$ cat src/rtl/sar_serial_seq.sv
module sar_serial_seq #(
  parameter int RES_W     = 10,
  parameter int LONG_CLKS = 16,
  parameter int CONV_DIV  = 4
) (
  input  logic             clk,
  input  logic             rst_n,
  input  logic             cs_n,
  input  logic             sclk,
  input  logic             sdi,
  output logic             sdo,
  output logic             sdo_oe,
  output logic             samp_en,
  output logic [3:0]       mux_sel,
  output logic [RES_W-1:0] dac_code,
  input  logic             cmp_in,
  output logic             eoc
);
  localparam int ADDR_W = 4;
  localparam int CNT_W  = $clog2(LONG_CLKS + 1);
  localparam int SW     = $clog2(RES_W);
  localparam int DW     = (CONV_DIV > 1) ? $clog2(CONV_DIV) : 1;
  localparam logic [CNT_W-1:0] C_ADDR   = CNT_W'(ADDR_W);
  localparam logic [CNT_W-1:0] C_ADDR_L = CNT_W'(ADDR_W - 1);
  localparam logic [CNT_W-1:0] C_RES    = CNT_W'(RES_W);
  localparam logic [CNT_W-1:0] C_RES_L  = CNT_W'(RES_W - 1);
  localparam logic [CNT_W-1:0] C_LONG   = CNT_W'(LONG_CLKS);
  localparam logic [CNT_W-1:0] C_LONG_L = CNT_W'(LONG_CLKS - 1);
  localparam logic [DW-1:0]    D_LAST   = DW'(CONV_DIV - 1);
  localparam logic [SW-1:0]    S_TOP    = SW'(RES_W - 1);
  localparam logic [RES_W-1:0] CODE_MID = {1'b1, {(RES_W-1){1'b0}}};

  logic [2:0]        sclk_p;
  logic [1:0]        sdi_p, cs_p;
  logic              rise, fall, cs_idle, sdi_s;
  logic [CNT_W-1:0]  rcnt, fcnt;
  logic              long_q;
  logic [ADDR_W-2:0] addr_sh;
  logic [ADDR_W-1:0] conv_addr;
  logic              busy, start, tick, conv_done, forced, dec;
  logic [SW-1:0]     step;
  logic [DW-1:0]     div;
  logic [RES_W-1:0]  sar, nxt, res_q, fix_code, out_sh;

  always_ff @(posedge clk or negedge rst_n)
    if (!rst_n) begin
      sclk_p <= '0;
      sdi_p  <= '0;
      cs_p   <= '1;
    end else begin
      sclk_p <= {sclk_p[1:0], sclk};
      sdi_p  <= {sdi_p[0], sdi};
      cs_p   <= {cs_p[0], cs_n};
    end

  assign rise    = sclk_p[1] & ~sclk_p[2];
  assign fall    = ~sclk_p[1] & sclk_p[2];
  assign cs_idle = cs_p[1];
  assign sdi_s   = sdi_p[1];

  assign start     = !cs_idle && fall && (fcnt == C_RES_L);
  assign tick      = busy && (div == D_LAST);
  assign conv_done = tick && (step == '0);

  always_ff @(posedge clk or negedge rst_n)
    if (!rst_n) begin
      rcnt    <= '0;
      fcnt    <= '0;
      long_q  <= 1'b0;
      samp_en <= 1'b0;
      addr_sh <= '0;
      mux_sel <= '0;
    end else if (cs_idle) begin
      rcnt    <= '0;
      fcnt    <= '0;
      long_q  <= 1'b0;
      samp_en <= 1'b0;
    end else if (rise) begin
      if (rcnt != C_LONG) rcnt <= rcnt + 1'b1;
      if (rcnt < C_ADDR_L) addr_sh <= {addr_sh[ADDR_W-3:0], sdi_s};
      if (rcnt == C_ADDR_L) mux_sel <= {addr_sh, sdi_s};
      if (fcnt == C_RES && busy) long_q <= 1'b1;
    end else if (fall) begin
      if (fcnt == C_LONG_L) begin
        rcnt   <= '0;
        fcnt   <= '0;
        long_q <= 1'b0;
      end else begin
        fcnt <= fcnt + 1'b1;
      end
      if (fcnt == C_ADDR_L) samp_en <= 1'b1;
      if (fcnt == C_RES_L) samp_en <= 1'b0;
    end else if (conv_done && fcnt == C_RES && !long_q) begin
      rcnt <= '0;
      fcnt <= '0;
    end

  always_comb begin
    forced   = 1'b1;
    fix_code = '0;
    case (conv_addr)
      4'h0, 4'h1, 4'h2, 4'h3, 4'h4: forced = 1'b0;
      4'hB: fix_code = CODE_MID;
      4'hD: fix_code = '1;
      default: ;
    endcase
  end

  assign dec = forced ? fix_code[step] : cmp_in;

  always_comb begin
    nxt       = sar;
    nxt[step] = dec;
    if (step != '0) nxt[step - 1'b1] = 1'b1;
  end

  always_ff @(posedge clk or negedge rst_n)
    if (!rst_n) begin
      busy      <= 1'b0;
      step      <= '0;
      div       <= '0;
      sar       <= '0;
      res_q     <= '0;
      conv_addr <= '0;
    end else if (start) begin
      busy      <= 1'b1;
      step      <= S_TOP;
      div       <= '0;
      sar       <= CODE_MID;
      conv_addr <= mux_sel;
    end else if (busy) begin
      if (tick) begin
        div  <= '0;
        sar  <= nxt;
        step <= step - 1'b1;
        if (step == '0) begin
          busy  <= 1'b0;
          res_q <= nxt;
        end
      end else begin
        div <= div + 1'b1;
      end
    end

  assign out_sh   = res_q << fcnt;
  assign sdo      = (fcnt < C_RES) ? out_sh[RES_W-1] : 1'b0;
  assign sdo_oe   = ~cs_idle;
  assign dac_code = sar;
  assign eoc      = ~busy;

  // conversion starts only as the sample window closes
  p_hold_after_sample_r4: assert property (@(posedge clk) disable iff (!rst_n)
    $fell(eoc) |-> ($past(samp_en) && !samp_en));

  // the window opens with four falling edges counted
  p_sample_on_fourth_r4: assert property (@(posedge clk) disable iff (!rst_n)
    $rose(samp_en) |-> (fcnt == C_ADDR));

  // the address stays put while the front end samples
  p_addr_steady_r1: assert property (@(posedge clk) disable iff (!rst_n)
    (samp_en && $past(samp_en)) |-> $stable(mux_sel));

  // the stored result changes only when a conversion completes
  p_result_hold_r2: assert property (@(posedge clk) disable iff (!rst_n)
    !$rose(eoc) |-> $stable(res_q));

  // the first trial code is half scale
  p_first_trial_r6: assert property (@(posedge clk) disable iff (!rst_n)
    $fell(eoc) |-> (dac_code == CODE_MID));
endmodule

$ cat config.mk
export PLATFORM = sky130hd
export DESIGN_NAME = sar_serial_seq
export DESIGN_NICKNAME = d
export VERILOG_FILES = /design/src/rtl/sar_serial_seq.sv
export SDC_FILE = /design/constraint.sdc
export NUM_CORES = 1
export LEC_CHECK = 0
export BUFFER_PORTS_ARGS = -buffer_cell sky130_fd_sc_hd__buf_2
export CORE_MARGIN = 8
export CORE_UTILIZATION = 60
export DETAILED_ROUTE_END_ITERATION = 12
export GPL_TIMING_DRIVEN = 0
export PLACE_DENSITY = 0.9
export REMOVE_ABC_BUFFERS = 1
export SLEW_MARGIN = 20
export SYNTH_ARGS = -nofsm -noshare
export SYNTH_HDL_FRONTEND = slang
export SYNTH_SLANG_ARGS = --single-unit
$ cat constraint.sdc
create_clock -name clk -period 2.45 [get_ports clk]
set_clock_uncertainty 0.05 [all_clocks]
set_input_delay 0.245 -clock clk [delete_from_list [all_inputs] [get_ports clk]]
set_output_delay 0.245 -clock clk [all_outputs]
set_load 0.05 [all_outputs]
==> impl_metrics.json <==
{
  "outcome": "completed",
  "max-slew-margin-rel_pct": 53.1,
  "dp_hpwl_microns": 4630,
  "io_pins": 24,
  "required_ns": 2.63,
  "crit_fanout": 17,
  "grt_antenna_before_repair": 0,
  "wl_met3_microns": 490,
  "hold_path.class": "register to register",
  "grt_pass1_vias": 2541,
  "synth_area_leaders": "dfrtp_1 (45%), ha_1 (5.7%), nand2_1 (4.0%)",
  "tightestPinTransition_ns": 0.704,
  "cts_buffers": 9,
  "clk_latency_ns": 0.34,
  "start_util_pct": 61.2,
  "rows": 26,
  "cts.clk_slew.worst_paths_ns": 0.06,
  "nNetsFinal": 354,
  "routed_wl_microns": 7030,
  "startpoint": "step[3]$_DFFE_PN0P_",
  "setup_ws_ns": 0.0650,
  "max-clock-path-buffers": 2,
  "max_freq_mhz": 419,
  "maxCapViolCount": 0,
  "synth_top_area_share_pct": 44.6,
  "filler_cell_count": 370,
  "vias": 2542,
  "final_cell_area_sq_um": 3490,
  "power.leakage_nw": 1.55,
  "internal_power_mw": 1.56,
  "crit_arrival_ns": 2.56,
  "synthTopCellsByCount": "dfrtp_1 (55), nand2_1 (33), nor2_1 (33), o21ai_0 (24), a21oi_1 (18)",
  "endpoint_kind": "register",
  "cts_tree": "yes",
  "p_switching_mw": 0.445,
  "synthArstFlopShare_pct": 100,
  "r2r_setup_slack_ns": 0.06,
  "grt_use_total_pct": 19.5,
  "core_sq_um": 5040,
  "setup_viol": 0,
  "ant_nets": 0,
  "period_share_pct": 97.3,
  "synth_ff_type": "dfrtp_1",
  "viasPerCell": 6.22,
  "path_class": "register to register",
  "synth_edf_count": 0,
  "yosys_warnings": 0,
  "post-route-min-period_ns": 2.39,
  "grt_max_degree": 58,
  "synth_top_area_cell": "dfrtp_1",
  "maxSlewViolCount": 0,
  "crit-reg2reg-launch": "step[3]$_DFFE_PN0P_",
  "areaGrowthSynthToFinish_pct": 13.2,
  "die_w_microns": 87.7,
  "first_iter_violations": 222,
  "rsz0062_at_grt": "false",
  "wl_met1_microns": 2970,
  "detail_route.drc_violations": 0,
  "drive_gt1_share_pct": 21.2,
  "hold_viol": 0,
  "hp-start": "sclk_p[0]$_DFF_PN0_",
  "worst_ir_drop_vdd_uv": 507,
  "ys_types": 59,
  "preCtsSetupSlack_ns": -0.0827,
  "syn_area_sq_um": 3080,
  "cts_root_buffer": "clkbuf_8",
  "grt-ovfl-total": 0,
  "cts.sinks": 57,
  "diodes": 0,
  "grt_pass1_wl_microns": 11700,
  "ys_ff_latch": 57,
  "place_area_sq_um": 3210,
  "clockPowerShare_pct": 45.5,
  "combPwrFrac_pct": 5.1,
  "sw_frac_of_total_pct": 22.2,
  "met2_length_microns": 3370,
  "htree_num_levels": 3,
  "top_layer": "met4",
  "dieArea_sq_um": 7690,
  "power_density_nw_per_um2": 575,
  "synthCells": 311,
  "synth.most_common_cell": "dfrtp_1",
  "power_frac_seq_pct": 49.4,
  "dieHeight_microns": 87.7,
  "avgSynthCellArea_sq_um": 9.92,
  "dr.pass1.iters": 5,
  "seq_area_frac_synth_pct": 46.3,
  "port_buffers": 23,
  "gp_congestion": 0.933,
  "startpoint_type": "register",
  "wire_per_inst_microns": 17.2
}
layout by cell type (no fill, tap or decap), types with 3 or more instances in the layout:
| master | n |
|---|---|
| mux2_2 | 8 |
| nor3_1 | 5 |
| a31oi_1 | 6 |
| o21ai_0 | 24 |
| inv_1 | 11 |
| nor2_1 | 33 |
| xnor2_1 | 3 |
| buf_2 | 22 |
| clkbuf_8 | 12 |
| a21o_1 | 4 |
| nand2_1 | 33 |
| a2111oi_0 | 3 |
| dfrtp_1 | 53 |
| nor2b_1 | 5 |
| mux2i_1 | 6 |
| dlygate4sd3_1 | 4 |
| a221oi_1 | 3 |
| ha_1 | 13 |
| a21oi_1 | 18 |
| nand3_1 | 8 |
| a22o_1 | 3 |
final cells by class:
type                    instances  area [sq um]  area share [%]
multi-input cells             226          1560            44.6
flip-flops and latches         57          1430            41.0
clock buffers                  14           173            4.95
repair buffers                 27           158            4.52
well taps                      70          87.6            2.51
inverters                      13          48.8            1.40
clock inverters                 2          35.0            1.00
critical path, stage by stage, from the launching register on:
cell	delay, ns
dfrtp_1	0.56
nor2_1	0.50
nand3_1	0.35
nor2_4	0.43
mux2_2	0.38
layer usage:
metal,track usage (%),up-vias
li1,-,1160
met1,23.2,1257
met2,31.1,106
met3,5.44,19
met4,11.1,0
met5,0,-
sequential cells by signal, indices dropped and copies added (netlist names):
signal / flops
cs_p: 2
sdi_p: 2
fcnt: 5
step: 4
addr_sh: 3
res_q: 10
samp_en: 1
dac_code: 10
sclk_p: 3
busy: 1
long_q: 1
div: 2
conv_addr: 4
mux_sel: 4
rcnt: 5
path summary, 6_finish.rpt:
kind	endpoint	cells after the start
max	res_q[0]$_DFFE_PN0P_	4
min	sclk_p[1]$_DFF_PN0_	0
max reg2reg	res_q[0]$_DFFE_PN0P_	4
min reg2reg	sclk_p[1]$_DFF_PN0_	0
max in group asynchronous	step[0]$_DFFE_PN0P_	2
min in group asynchronous	mux_sel[1]$_DFFE_PN0P_	2
power by group through the flow:
stage | registers (mW) | clock network (mW) | logic, mW
floorplan | 1.01 | 0 | 0.0556
global placement | 1.01 | 0 | 0.0930
detailed placement | 1.01 | 0 | 0.0975
CTS | 0.991 | 0.921 | 0.103
global route | 0.994 | 0.958 | 0.114
finish | 0.991 | 0.913 | 0.102
logic make-up (layout without fill, tap and decap cells):
group,count (synthesis),after routing,synth area share [%]
simple gates,110,110,18.3
compound gates,82,82,18.1
flops,57,57,46.3
buf+inv,28,56,4.14
mux,16,16,6.33
fa+ha+maj,14,14,5.68
xor+xnor,4,4,1.14
per-stage QoR:
stage / total power [mW] / utilization (%) / setup TNS (ns) / hold slack [ns] / cells
final: 2.01 / 69.2 / 0 / 0.298 / 409
after global routing: 2.07 / 69.2 / 0 / 0.307 / 409
after CTS: 2.02 / 68.8 / 0 / 0.299 / 409
after detailed placement: 1.11 / 63.7 / -0.260 / 0.285 / 389
after global placement: 1.10 / 63.6 / -0.0299 / 0.282 / 389
after floorplan: 1.06 / - / 0 / -0.101 / 296
repair_timing:
| item | 4_1_cts | 5_1_grt |
|---|---|---|
| endpoints found under the hold margin | 58 | 0 |
| setup endpoints to repair | 4 | 14 |
| setup buffers | 0 | 0 |
| gates resized for setup | 3 | 6 |
| gates cloned | 0 | 0 |
| hold buffers | 4 | 0 |
No activity file was read; power rests on OpenSTA's default activity.
